`src/rtl/wbuf_pkg.sv`:
```
package wbuf_pkg;

   // How a lookup that hits a pending store is resolved
   typedef enum logic {
      HZ_FORWARD = 1'b0,
      HZ_STALL   = 1'b1
   } hazard_mode_e;

endpackage

```
`src/rtl/wbuf_store.sv`:
```
module wbuf_store #(
   parameter int ADDR_W = 16,
   parameter int DATA_W = 32,
   parameter int DEPTH  = 4,
   localparam int PW    = $clog2(DEPTH),
   localparam int CW    = $clog2(DEPTH + 1)
) (
   input  logic                          clk,
   input  logic                          rst_n,
   input  logic                          push,
   input  logic [ADDR_W-1:0]             push_addr,
   input  logic [DATA_W-1:0]             push_data,
   input  logic                          pop,
   output logic [DEPTH-1:0][ADDR_W-1:0]  addr_arr,
   output logic [DEPTH-1:0][DATA_W-1:0]  data_arr,
   output logic [PW-1:0]                 head_ptr,
   output logic [CW-1:0]                 count
);

   generate
      if (DEPTH < 2 || (DEPTH & (DEPTH - 1)) != 0) begin : g_bad_depth
         $error("wbuf_store: DEPTH must be a power of two, at least 2");
      end
   endgenerate

   logic [PW-1:0] tail_ptr;

   always_ff @(posedge clk) begin
      if (!rst_n) begin
         head_ptr <= '0;
         tail_ptr <= '0;
         count    <= '0;
      end else begin
         if (push) begin
            tail_ptr <= tail_ptr + PW'(1);
         end
         if (pop) begin
            head_ptr <= head_ptr + PW'(1);
         end
         case ({push, pop})
            2'b10:   count <= count + CW'(1);
            2'b01:   count <= count - CW'(1);
            default: count <= count;
         endcase
      end
   end

   always_ff @(posedge clk) begin
      if (push) begin
         addr_arr[tail_ptr] <= push_addr;
         data_arr[tail_ptr] <= push_data;
      end
   end

   // occupancy never exceeds the buffer depth
   p_no_overflow_r3: assert property (@(posedge clk) disable iff (!rst_n)
      count <= CW'(DEPTH));

   // a lone push grows occupancy by one
   p_push_grow_r2: assert property (@(posedge clk) disable iff (!rst_n)
      push && !pop |=> count == $past(count) + CW'(1));

   // push and pop together keep occupancy
   p_simul_count_r5: assert property (@(posedge clk) disable iff (!rst_n)
      push && pop |=> count == $past(count));

endmodule

```
`src/rtl/wbuf_match.sv`:
```
module wbuf_match #(
   parameter int ADDR_W = 16,
   parameter int DATA_W = 32,
   parameter int DEPTH  = 4,
   localparam int PW    = $clog2(DEPTH),
   localparam int CW    = $clog2(DEPTH + 1)
) (
   input  logic [DEPTH-1:0][ADDR_W-1:0] addr_arr,
   input  logic [DEPTH-1:0][DATA_W-1:0] data_arr,
   input  logic [PW-1:0]                head_ptr,
   input  logic [CW-1:0]                count,
   input  logic [ADDR_W-1:0]            look_addr,
   output logic                         any_hit,
   output logic [DATA_W-1:0]            hit_data
);

   // Walk from oldest to newest; a later match overrides, so the newest wins
   always_comb begin
      any_hit  = 1'b0;
      hit_data = '0;
      for (int k = 0; k < DEPTH; k++) begin
         logic [PW-1:0] idx;
         idx = head_ptr + PW'(k);
         if (CW'(k) < count && addr_arr[idx] == look_addr) begin
            any_hit  = 1'b1;
            hit_data = data_arr[idx];
         end
      end
   end

endmodule

```
`src/rtl/wbuf_fwd.sv`:
```
module wbuf_fwd
   import wbuf_pkg::*;
#(
   parameter int           ADDR_W = 16,
   parameter int           DATA_W = 32,
   parameter int           DEPTH  = 4,
   parameter hazard_mode_e MODE   = HZ_FORWARD,
   localparam int          PW     = $clog2(DEPTH),
   localparam int          CW     = $clog2(DEPTH + 1)
) (
   input  logic              clk,
   input  logic              rst_n,
   input  logic              st_valid,
   output logic              st_ready,
   input  logic [ADDR_W-1:0] st_addr,
   input  logic [DATA_W-1:0] st_data,
   input  logic              rd_valid,
   input  logic [ADDR_W-1:0] rd_addr,
   output logic              rd_hit,
   output logic              rd_miss,
   output logic              rd_stall,
   output logic [DATA_W-1:0] rd_data,
   output logic              mem_valid,
   input  logic              mem_ready,
   output logic [ADDR_W-1:0] mem_addr,
   output logic [DATA_W-1:0] mem_data
);

   generate
      if (ADDR_W < 1 || DATA_W < 1) begin : g_bad_width
         $error("wbuf_fwd: ADDR_W and DATA_W must be positive");
      end
   endgenerate

   logic [DEPTH-1:0][ADDR_W-1:0] addr_arr;
   logic [DEPTH-1:0][DATA_W-1:0] data_arr;
   logic [PW-1:0]                head_ptr;
   logic [CW-1:0]                count;
   logic                         any_hit;
   logic [DATA_W-1:0]            hit_data;
   logic                         push;
   logic                         pop;

   assign st_ready  = count != CW'(DEPTH);
   assign mem_valid = count != '0;
   assign push      = st_valid && st_ready;
   assign pop       = mem_valid && mem_ready;
   assign mem_addr  = addr_arr[head_ptr];
   assign mem_data  = data_arr[head_ptr];

   wbuf_store #(.ADDR_W(ADDR_W), .DATA_W(DATA_W), .DEPTH(DEPTH)) u_store (
      .clk       (clk),
      .rst_n     (rst_n),
      .push      (push),
      .push_addr (st_addr),
      .push_data (st_data),
      .pop       (pop),
      .addr_arr  (addr_arr),
      .data_arr  (data_arr),
      .head_ptr  (head_ptr),
      .count     (count)
   );

   wbuf_match #(.ADDR_W(ADDR_W), .DATA_W(DATA_W), .DEPTH(DEPTH)) u_match (
      .addr_arr  (addr_arr),
      .data_arr  (data_arr),
      .head_ptr  (head_ptr),
      .count     (count),
      .look_addr (rd_addr),
      .any_hit   (any_hit),
      .hit_data  (hit_data)
   );

   assign rd_miss = rd_valid && !any_hit;

   generate
      if (MODE == HZ_FORWARD) begin : g_forward
         assign rd_hit   = rd_valid && any_hit;
         assign rd_stall = 1'b0;
         assign rd_data  = (rd_valid && any_hit) ? hit_data : '0;
      end else begin : g_stall
         assign rd_hit   = 1'b0;
         assign rd_stall = rd_valid && any_hit;
         assign rd_data  = '0;
      end
   endgenerate

   // a pending memory write holds still until accepted
   p_mem_hold_r4: assert property (@(posedge clk) disable iff (!rst_n)
      mem_valid && !mem_ready |=> mem_valid && $stable(mem_addr) && $stable(mem_data));

   // lookup responses are mutually exclusive
   p_resp_excl_r10: assert property (@(posedge clk) disable iff (!rst_n)
      $onehot0({rd_hit, rd_miss, rd_stall}));

   // no response without a lookup
   p_idle_quiet_r10: assert property (@(posedge clk) disable iff (!rst_n)
      !rd_valid |-> !rd_hit && !rd_miss && !rd_stall);

   // an empty buffer can only miss
   p_empty_miss_r8: assert property (@(posedge clk) disable iff (!rst_n)
      rd_valid && !mem_valid |-> rd_miss);

endmodule

```
`config.mk`:
```
export PLATFORM = sky130hd
export DESIGN_NAME = wbuf_fwd
export DESIGN_NICKNAME = d
export VERILOG_FILES = /design/src/rtl/wbuf_pkg.sv /design/src/rtl/wbuf_store.sv /design/src/rtl/wbuf_match.sv /design/src/rtl/wbuf_fwd.sv
export SDC_FILE = /design/constraint.sdc
export NUM_CORES = 1
export LEC_CHECK = 0
export ABC_CLOCK_PERIOD_IN_PS = 3850
export BUFFER_PORTS_ARGS = -buffer_cell sky130_fd_sc_hd__buf_2
export CORE_MARGIN = 8
export CORE_UTILIZATION = 25
export CTS_BUF_LIST = sky130_fd_sc_hd__clkbuf_8
export CTS_CLUSTER_DIAMETER = 40
export DETAILED_ROUTE_END_ITERATION = 12
export GPL_TIMING_DRIVEN = 0
export SLEW_MARGIN = 20
export SYNTH_ARGS = -nofsm -noshare
export SYNTH_HDL_FRONTEND = slang
export SYNTH_SLANG_ARGS = --single-unit
```
`constraint.sdc`:
```
create_clock -name clk -period 3.85 [get_ports clk]
set_input_delay 0.385 -clock clk [delete_from_list [all_inputs] [get_ports clk]]
set_output_delay 0.385 -clock clk [all_outputs]
set_load 0.05 [all_outputs]
```
==> flow_metrics.env, run 1 <==
export IMPL_via_count=9888
export IMPL_worstPathMaxFanout=8
export IMPL_fp_coreArea_um2=53700
export IMPL_hold_ws_ns=0.0843
export IMPL_grtUsageTotal=0.144
export IMPL_initial_core_util=0.252
export IMPL_period_minus_slack_ns=4.30
export IMPL_stdcell_count=1783
export IMPL_status="finished with violations"
export IMPL_setup_violations_final=33
export IMPL_crit_family="compound AO/OA/AOI/OAI gates"
export IMPL_fin_tns_setup_ns=-12.26
export IMPL_grt_pass1_vias=9932
export IMPL_fmax_mhz=233
export IMPL_grt_max_degree=37
export IMPL_hold_path_class="in2reg"
export IMPL_clkTransAtPathRegs_ns=0.10
export IMPL_wire_per_inst_um=26.1
export IMPL_yosys_cell_types_count=56
export IMPL_fin_area_um2=17000
export IMPL_dp_cells=1718
export IMPL_arrival_ns=3.91
export IMPL_synthCells=876
export IMPL_path_cells="buf_12, buf_12, mux4_2, xnor2_4, nand4_1, a2111oi_4, nand2_4, buf_8, o311a_1, a211oi_4, buf_6"
export IMPL_dieArea_um2=61800
export IMPL_avgSynthCellArea_um2=15.4
export IMPL_nets=1144
export IMPL_finClkSkew_ns=0.0135
export IMPL_synthFlopType="edfxtp_1"
export IMPL_drc=0
export IMPL_power_w=0.00921
export IMPL_finalWorstSetupSlack_ns=-0.450
export IMPL_netlist_area_um2=13500
export IMPL_place_congestion=0.876
export IMPL_placed_area_um2=15200
export IMPL_cts_buffers=17
export IMPL_p_per_area_nw_per_um2=542
export IMPL_r2r_start="u_store.head_ptr[0]$_SDFFE_PN0P_"
export IMPL_hpwlAfterDp_um=32900
export IMPL_max_stage_delay_ns=0.56
export IMPL_cap_violations=0
export IMPL_row_count=85
export IMPL_yosysWarningCount=0
export IMPL_path_buf_inv=4
export IMPL_violations="setup timing"
export IMPL_ys_ff_latch=199
export IMPL_via_per_inst=5.55
export IMPL_crit_type="reg2out"
export IMPL_critPathRequiredTime_ns=3.46
export IMPL_cts_root_buf="clkbuf_8"
export IMPL_crit_start="u_store.head_ptr[0]$_SDFFE_PN0P_"
export IMPL_slew_headroom=0.506
export IMPL_dr_pass1_iters=5
export IMPL_reg2reg_to="u_store.head_ptr[1]$_SDFFE_PN0P_"
export IMPL_yosysSeqAreaShare=0.436
export IMPL_layout_drive_gt1_share=0.504
export IMPL_cts_hold_buf=0
export IMPL_async_reset_ff_frac=0
export IMPL_start_kind="flop"
export IMPL_detail_route_antenna_nets=0
export IMPL_clk_latency_ns=0.50
export IMPL_worst_pin_slew_ns=0.741
export IMPL_critPathCapture="rd_data[28]"
export IMPL_cts_sinks=199
export IMPL_grt_pass1_wl_um=67700
export IMPL_period_share=1.12
export IMPL_htreeDepth=4
export IMPL_ir_worst_vdd_v=0.000250
export IMPL_grt_overflow=0
export IMPL_rsz0062_at_grt="true"
export IMPL_wl_um=46500
export IMPL_crit_path_frequent_cell="buf_12"
export IMPL_synth_edf_count=192
export IMPL_timing_hold_violations_final=0
export IMPL_end_kind="output port"
export IMPL_die_w_um=249
export IMPL_synthToLayoutAreaGrowth_pct=25.5
export IMPL_r2r_cells=10
export IMPL_crit_slowest_cell="mux4_2"
export IMPL_die_height_um=249
export IMPL_ioPinCount=154
export IMPL_cts_tree="done"
export IMPL_dr_first_iter_drc_count=1078
export IMPL_syn_nets=954
export IMPL_leakage_nw=5.18
export IMPL_reg2reg_slack_ns=1.13
export IMPL_clk_path_buf_depth=2
export IMPL_cp_depth=11
export IMPL_final_max_slew_viol_count=0
export IMPL_antenna_found_initial=16
export IMPL_port_buffers=142
==> how the worst min path moves through the flow <==
stage | start | to | slack (ns) | depth (start not counted)
finish | st_addr[4] | u_store.addr_arr[4]$_DFFE_PP_ | 0.08 | 1
detailed placement | st_addr[11] | u_store.addr_arr[11]$_DFFE_PP_ | 0.60 | 1
global route | st_data[23] | u_store.data_arr[87]$_DFFE_PP_ | 0.06 | 1
floorplan | st_addr[0] | u_store.addr_arr[0]$_DFFE_PP_ | 0.48 | 0
global placement | u_store.count[2]$_SDFFE_PN0P_ | u_store.count[2]$_SDFFE_PN0P_ | 0.58 | 2
CTS | st_data[6] | u_store.data_arr[38]$_DFFE_PP_ | 0.04 | 1
==> kinds of logic (layout without fill, tap and decap cells) <==
kind of cell,after synthesis,in the layout,share of synthesized area
fa+ha+maj,9,9,0.00832
flops,199,199,0.436
other cells,1,9,0.000277
buf+inv,109,312,0.0414
mux,211,211,0.324
xor+xnor,67,67,0.0439
compound gates,123,123,0.0804
simple gates,157,157,0.0654
==> worst register-to-register path, stage by stage, from the launching register on <==
cell	delay, ns
dfxtp_4	0.39
buf_12	0.16
buf_12	0.17
buf_8	0.18
buf_6	0.20
buf_2	0.35
buf_2	0.38
buf_2	0.36
nand2_1	0.13
xnor2_1	0.14
and2_1	0.18
==> Yosys cell counts (6+ instances only) <==
library cell  count  area (um^2)
a211oi_2         30          375
dfxtp_1           7          140
o311a_1          32          320
o21ai_0          34          170
buf_2            33          165
edfxtp_1        192         5770
nand4_1          69          432
a21oi_1           8         40.0
clkbuf_1         45          169
nand2_1          42          158
mux4_2          181         4080
inv_1            11         41.3
xnor2_1          41          359
nor2_1            8         30.0
and2_1            7         43.8
xor2_1           25          219
mux2i_1          25          250
buf_6             8         90.1
buf_4             6         45.0
ha_1              9          113
==> layout make-up <==
class	instances	area (um^2)
diodes	8	20.0
plain buffers	96	738
clock buffers	17	234
clock inverters	15	174
fillers	5235	36700
inverters	11	41.3
multi-input cells	568	7650
flip-flops and latches	199	5910
well taps	696	871
repair buffers	173	1340
==> where the power goes <==
part	switching, W	internal [W]
sequential	0.000162	0.00259
combinational	0.00295	0.00211
clock	0.000761	0.000645
total	0.00387	0.00534
==> routing by layer <==
metal | track usage | up-vias | share of wire
met2 | 0.240 | 565 | 0.49
met4 | 0.0466 | 16 | 0.030
met5 | 0 | - | 0.0021
met1 | 0.179 | 5117 | 0.38
met3 | 0.0422 | 97 | 0.098
li1 | - | 4093 | -
==> flip-flops by register name (all words and copies together), names as in the netlist <==
name and cells:
u_store.data_arr 128, u_store.count 3, u_store.tail_ptr 2, u_store.head_ptr 2, u_store.addr_arr 64
==> through the flow <==
stage	util	setup WS, ns
after floorplan	-	0.00917
after global placement	0.281	-1.05
after global routing	0.316	-0.588
final	0.316	-0.450
after detailed placement	0.284	-1.03
after CTS	0.312	-0.487
==> cells in the final DEF, fill, tap and decap left out, drive strengths merged, types with 8 or more instances in the layout <==
cell type,count
xnor2,42
edfxtp,192
clkbuf,62
nand2,43
mux4,181
mux2i,25
inv,17
a211oi,31
xor2,25
a21oi,8
nor2,8
o21ai,35
nand4,69
o311a,32
buf,224
diode,8
ha,9
==> what timing repair did <==
action,4_1_cts,5_1_grt
setup endpoints to repair,66,55
resized for setup,211,32
gates cloned,2,2
setup buffers,18,5
pin swaps,18,20
endpoints found under the hold margin,0,0
(Power assumes the default switching activity.)
==> inputs of run 2 (changes only) <==
--- a/config.mk
+++ b/config.mk
@@ -7,12 +7,15 @@
 export LEC_CHECK = 0
 export ABC_CLOCK_PERIOD_IN_PS = 3850
 export BUFFER_PORTS_ARGS = -buffer_cell sky130_fd_sc_hd__buf_2
+export CELL_PAD_IN_SITES_DETAIL_PLACEMENT = 0
+export CELL_PAD_IN_SITES_GLOBAL_PLACEMENT = 2
 export CORE_MARGIN = 8
 export CORE_UTILIZATION = 25
 export CTS_BUF_LIST = sky130_fd_sc_hd__clkbuf_8
 export CTS_CLUSTER_DIAMETER = 40
 export DETAILED_ROUTE_END_ITERATION = 12
 export GPL_TIMING_DRIVEN = 0
+export PLACE_DENSITY_LB_ADDON = 0.1
 export SLEW_MARGIN = 20
 export SYNTH_ARGS = -nofsm -noshare
 export SYNTH_HDL_FRONTEND = slang
==> flow_metrics.env, run 2 (synthesis gave the netlist of run 1 again) <==
export IMPL_gr_usage_met1=0.237
export IMPL_final_max_slew_viol_count=0
export IMPL_largest_register_ffs=128
export IMPL_die_w_um=249
export IMPL_cts_sinks=199
export IMPL_period_share=1.14
export IMPL_slew_headroom=0.466
export IMPL_largest_register="u_store.data_arr"
export IMPL_via_count=9759
export IMPL_arrival_ns=4.02
export IMPL_drc=0
export IMPL_grt_overflow=0
export IMPL_ir_worst_vdd_v=0.000196
export IMPL_hold_path_class="in2reg"
export IMPL_status="finished with violations"
export IMPL_die_height_um=249
export IMPL_initial_core_util=0.252
export IMPL_gr_usage_met3=0.0335
export IMPL_cts_root_buf="clkbuf_8"
export IMPL_crit_path_frequent_cell="buf_12"
export IMPL_critPathRequiredTime_ns=3.46
export IMPL_port_buffers=142
export IMPL_dr_pass1_iters=5
export IMPL_hpwlAfterDp_um=36800
export IMPL_wl_um=53000
export IMPL_layout_drive_gt1_share=0.494
export IMPL_worst_pin_slew_ns=0.801
export IMPL_grtUsageTotal=0.171
export IMPL_place_congestion=0.757
export IMPL_wire_per_inst_um=28.9
export IMPL_cap_violations=0
export IMPL_fill_cells=5298
export IMPL_clk_latency_ns=0.56
export IMPL_path_buf_inv=6
export IMPL_finClkSkew_ns=0.0103
export IMPL_grt_pass1_wl_um=77100
export IMPL_diodes=0
export IMPL_violations="setup timing"
export IMPL_cts_tree="done"
export IMPL_max_stage_delay_ns=0.52
export IMPL_timing_hold_violations_final=0
export IMPL_fp_coreArea_um2=53700
export IMPL_end_kind="output port"
export IMPL_use_met2=0.274
export IMPL_synthToLayoutAreaGrowth_pct=29.5
export IMPL_final_cell_mix="192 x edfxtp_1, 181 x mux4_2, 123 x buf_2"
export IMPL_via_per_inst=5.32
export IMPL_row_count=85
export IMPL_nets=1205
export IMPL_htreeDepth=4
export IMPL_fmax_mhz=227
export IMPL_pre_cts_slack_ns=-1.43
export IMPL_finalWorstSetupSlack_ns=-0.555
export IMPL_setup_violations_final=34
export IMPL_fin_tns_setup_ns=-15.71
export IMPL_cts_buffers=17
export IMPL_path_cells="buf_12, buf_12, buf_12, mux4_2, xnor2_2, nand4_1, a2111oi_4, nand2_4, buf_12, buf_16, o311a_1, a211oi_2, buf_6"
export IMPL_crit_family="compound AO/OA/AOI/OAI gates"
export IMPL_ioPinCount=154
export IMPL_final_common_cell="edfxtp_1"
export IMPL_period_minus_slack_ns=4.40
export IMPL_crit_type="reg2out"
export IMPL_grt_pass1_vias=10478
export IMPL_worstPathMaxFanout=8
export IMPL_clk_path_buf_depth=2
export IMPL_rsz0062_at_grt="true"
export IMPL_detail_route_antenna_nets=0
export IMPL_reg_top3="u_store.data_arr (128), u_store.addr_arr (64), u_store.count (3)"
export IMPL_antenna_found_initial=1
export IMPL_grt_busiest_layer="met2"
export IMPL_crit_slowest_cell="mux4_2"
export IMPL_post_route_util=0.326
export IMPL_dieArea_um2=61800
export IMPL_clkTransAtPathRegs_ns=0.10
export IMPL_p_per_area_nw_per_um2=545
export IMPL_grt_max_degree=28
export IMPL_dr_first_iter_drc_count=564
export IMPL_leakage_nw=5.48
export IMPL_start_kind="flop"
-- run 2: area by class of cell --
| class | instances | area (um^2) | area share |
|---|---|---|---|
| buffer | 98 | 801 | 0.0457 |
| clock inverter | 15 | 163 | 0.00928 |
| inverter | 11 | 41.3 | 0.00236 |
| sequential | 199 | 5910 | 0.337 |
| multi-input combinational | 568 | 7590 | 0.433 |
| timing repair buffer | 232 | 1910 | 0.109 |
| clock buffer | 17 | 234 | 0.0134 |
| tap | 696 | 871 | 0.0497 |
-- run 2: worst paths after layout --
check                                     end                             start  slack [ns]  cells after the start
min reg2reg     u_store.count[2]$_SDFFE_PN0P_     u_store.count[2]$_SDFFE_PN0P_        0.67                      2
max reg2reg  u_store.head_ptr[1]$_SDFFE_PN0P_  u_store.head_ptr[0]$_SDFFE_PN0P_        1.15                     11
min            u_store.addr_arr[35]$_DFFE_PP_                        st_addr[3]        0.07                      1
max                               rd_data[24]  u_store.head_ptr[0]$_SDFFE_PN0P_       -0.55                     13
-- run 2: repair_timing --
| item | CTS | global route |
|---|---|---|
| hold buffers | 43 | 0 |
| setup buffers | 36 | 2 |
| pin swaps | 22 | 12 |
| endpoints found under the hold margin | 170 | 0 |
| endpoints found under the setup margin | 67 | 44 |
| gates resized for setup | 212 | 49 |
| cloned | 3 | 2 |
-- run 2: worst reg2reg max path: stages, from the launching register on --
cell	delay [ns]
dfxtp_2	0.35
buf_12	0.11
buf_12	0.14
buf_12	0.15
buf_12	0.13
buf_4	0.26
buf_4	0.30
buf_2	0.37
buf_2	0.37
nand2_1	0.11
xnor2_1	0.14
and2_1	0.18
-- run 2: metrics by stage --
step | cells | cell area (um^2) | hold WS [ns] | total power (W)
CTS | 1832 | 17300 | 0.00230 | 0.00968
global route | 1836 | 17500 | 0.0314 | 0.0100
detailed placement | 1718 | 15200 | 0.603 | 0.00775
finish | 1836 | 17500 | 0.0731 | 0.00956
global placement | 1714 | 15100 | 0.601 | 0.00776
floorplan | 876 | 13500 | 0.484 | 0.00631
-- run 2: routing by layer --
| layer | routed length [um] | vias to the layer above |
|---|---|---|
| met5 | 12 | - |
| met3 | 2050 | 35 |
| met4 | 717 | 2 |
| met2 | 25500 | 231 |
| met1 | 24700 | 5275 |
| li1 | - | 4216 |
-- run 2: report_power, final --
| part | total [W] | switching (W) | internal [W] | leakage, nW |
|---|---|---|---|---|
| registers | 0.00275 | 0.000159 | 0.00259 | 1.82 |
| clock network | 0.00142 | 0.000792 | 0.000632 | 0.203 |
| logic | 0.00538 | 0.00314 | 0.00225 | 3.46 |
==> inputs of run 3 (changes only) <==
--- a/config.mk
+++ b/config.mk
@@ -9,13 +9,13 @@
 export BUFFER_PORTS_ARGS = -buffer_cell sky130_fd_sc_hd__buf_2
 export CELL_PAD_IN_SITES_DETAIL_PLACEMENT = 0
 export CELL_PAD_IN_SITES_GLOBAL_PLACEMENT = 2
-export CORE_MARGIN = 8
 export CORE_UTILIZATION = 25
 export CTS_BUF_LIST = sky130_fd_sc_hd__clkbuf_8
 export CTS_CLUSTER_DIAMETER = 40
 export DETAILED_ROUTE_END_ITERATION = 12
 export GPL_TIMING_DRIVEN = 0
 export PLACE_DENSITY_LB_ADDON = 0.1
+export REMOVE_ABC_BUFFERS = 1
 export SLEW_MARGIN = 20
 export SYNTH_ARGS = -nofsm -noshare
 export SYNTH_HDL_FRONTEND = slang
==> flow_metrics.env, run 3 (synthesis gave the netlist of run 1 again) <==
export IMPL_worstPathMaxFanout=8
export IMPL_hold_path_class="in2reg"
export IMPL_die_height_um=235
export IMPL_finalWorstSetupSlack_ns=-0.312
export IMPL_start_kind="flop"
export IMPL_layout_drive_gt1_share=0.515
export IMPL_port_buffers=152
export IMPL_final_common_cell="edfxtp_1"
export IMPL_grt_pass1_wl_um=71700
export IMPL_status="finished with violations"
export IMPL_worst_pin_slew_ns=0.981
export IMPL_fmax_mhz=240
export IMPL_hpwlAfterDp_um=29000
export IMPL_drc=0
export IMPL_grtUsageTotal=0.182
export IMPL_cts_root_buf="clkbuf_8"
export IMPL_dr_first_iter_drc_count=601
export IMPL_clk_latency_ns=0.52
export IMPL_cts_tree="done"
export IMPL_htreeDepth=4
export IMPL_antenna_found_initial=8
export IMPL_final_cell_mix="192 x edfxtp_1, 181 x mux4_2, 118 x buf_2"
export IMPL_cts_sinks=199
export IMPL_via_per_inst=5.46
export IMPL_fin_tns_setup_ns=-8.54
export IMPL_clkTransAtPathRegs_ns=0.11
export IMPL_period_minus_slack_ns=4.16
export IMPL_clk_path_buf_depth=2
export IMPL_fp_coreArea_um2=53000
export IMPL_grt_overflow=0
export IMPL_cts_hold_buf=0
export IMPL_placed_area_um2=15300
export IMPL_crit_type="reg2out"
export IMPL_cap_violations=0
export IMPL_p_per_area_nw_per_um2=556
export IMPL_row_count=84
export IMPL_slew_headroom=0.346
export IMPL_ioPinCount=154
export IMPL_critPathRequiredTime_ns=3.46
export IMPL_arrival_ns=3.78
export IMPL_rsz0062_at_grt="true"
export IMPL_detail_route_antenna_nets=0
export IMPL_nets=1134
export IMPL_dr_wl_met3_um=2040
export IMPL_dieArea_um2=55100
export IMPL_via_count=9610
export IMPL_top_layer="met5"
export IMPL_grt_max_degree=34
export IMPL_fin_area_um2=17600
export IMPL_wl_met1_um=22800
export IMPL_dr_wl_met2_um=24600
export IMPL_ir_worst_vdd_v=0.000254
export IMPL_r2r_cells=5
export IMPL_wire_per_inst_um=28.5
export IMPL_end_kind="output port"
export IMPL_violations="setup timing"
export IMPL_period_share=1.08
export IMPL_place_congestion=0.697
export IMPL_final_max_slew_viol_count=0
export IMPL_leakage_nw=5.42
export IMPL_synthToLayoutAreaGrowth_pct=29.9
export IMPL_finClkSkew_ns=0.0138
export IMPL_initial_core_util=0.255
export IMPL_die_w_um=235
export IMPL_hold_path_cell_count=1
export IMPL_pre_cts_slack_ns=-1.90
export IMPL_reg_top3="u_store.data_arr (128), u_store.addr_arr (64), u_store.count (3)"
export IMPL_timing_hold_violations_final=0
export IMPL_fill_cells=5210
export IMPL_setup_violations_final=34
export IMPL_largest_register_ffs=128
export IMPL_wl_um=50100
export IMPL_hold_ws_ns=0.0812
export IMPL_dr_pass1_iters=4
export IMPL_largest_register="u_store.data_arr"
export IMPL_cts_buffers=17
export IMPL_grt_pass1_vias=9842
==> run 3: cell types whose count changed in the layout (fill, tap and decap cells not counted), moves of 14 or more <==
cell,before,now
dlygate4sd3_1,43,0
clkbuf_2,24,0
buf_16,2,20
clkbuf_1,14,0
==> run 3: final cells by class <==
| class | count | area, um^2 | share of cell area |
|---|---|---|---|
| Antenna cell | 4 | 10.0 | 0.000570 |
| Clock buffer | 17 | 234 | 0.0133 |
| Clock inverter | 15 | 273 | 0.0155 |
| Inverter | 11 | 41.3 | 0.00235 |
| Multi-Input combinational cell | 573 | 7620 | 0.434 |
| Sequential cell | 199 | 5910 | 0.336 |
| Tap cell | 688 | 861 | 0.0490 |
| Timing Repair Buffer | 254 | 2620 | 0.149 |
==> run 3: what timing repair did <==
item	4_1_cts	5_1_grt
buffers inserted	56	3
hold endpoints to repair	0	0
endpoints found under the setup margin	34	34
gates resized for setup	138	19
pin swaps	31	9
gates cloned	20	1
==> run 3: final timing paths <==
kind	startpoint	endpoint	slack [ns]
setup / recovery	u_store.head_ptr[0]$_SDFFE_PN0P_	rd_data[12]	-0.31
hold reg to reg	u_store.count[2]$_SDFFE_PN0P_	u_store.count[2]$_SDFFE_PN0P_	0.62
setup reg to reg	u_store.count[0]$_SDFFE_PN0P_	u_store.data_arr[33]$_DFFE_PP_	1.59
hold / removal	st_data[14]	u_store.data_arr[46]$_DFFE_PP_	0.08
==> run 3: stage by stage <==
step / utilization / cells / power (W)
2_1_floorplan: - / 778 / 0.00571
3_3_place_gp: 0.276 / 1618 / 0.00621
3_5_place_dp: 0.289 / 1645 / 0.00745
4_1_cts: 0.329 / 1753 / 0.00989
5_1_grt: 0.332 / 1759 / 0.0102
6_report: 0.332 / 1761 / 0.00977
==> run 3: per-layer routing <==
layer	vias to the layer above	GRT usage
met5	-	0
met4	8	0.0480
met3	45	0.0241
met2	274	0.304
met1	5184	0.247
li1	4099	-
==> run 3: critical path: stages, from the launching register on <==
cell       delay [ns]
dfxtp_4          0.37
buf_16           0.13
buf_16           0.14
buf_16           0.14
buf_8            0.12
buf_4            0.12
mux2i_1          0.22
o22a_1           0.27
a21oi_1          0.12
a2111oi_4        0.31
buf_6            0.24
nand2_4          0.16
o311a_1          0.42
a211oi_4         0.28
buf_6            0.19
==> run 3: power by group <==
part / internal, W / switching [W]
Sequential: 0.00259 / 0.000155
Clock: 0.000907 / 0.000792
Combinational: 0.00243 / 0.00290
Total: 0.00592 / 0.00384
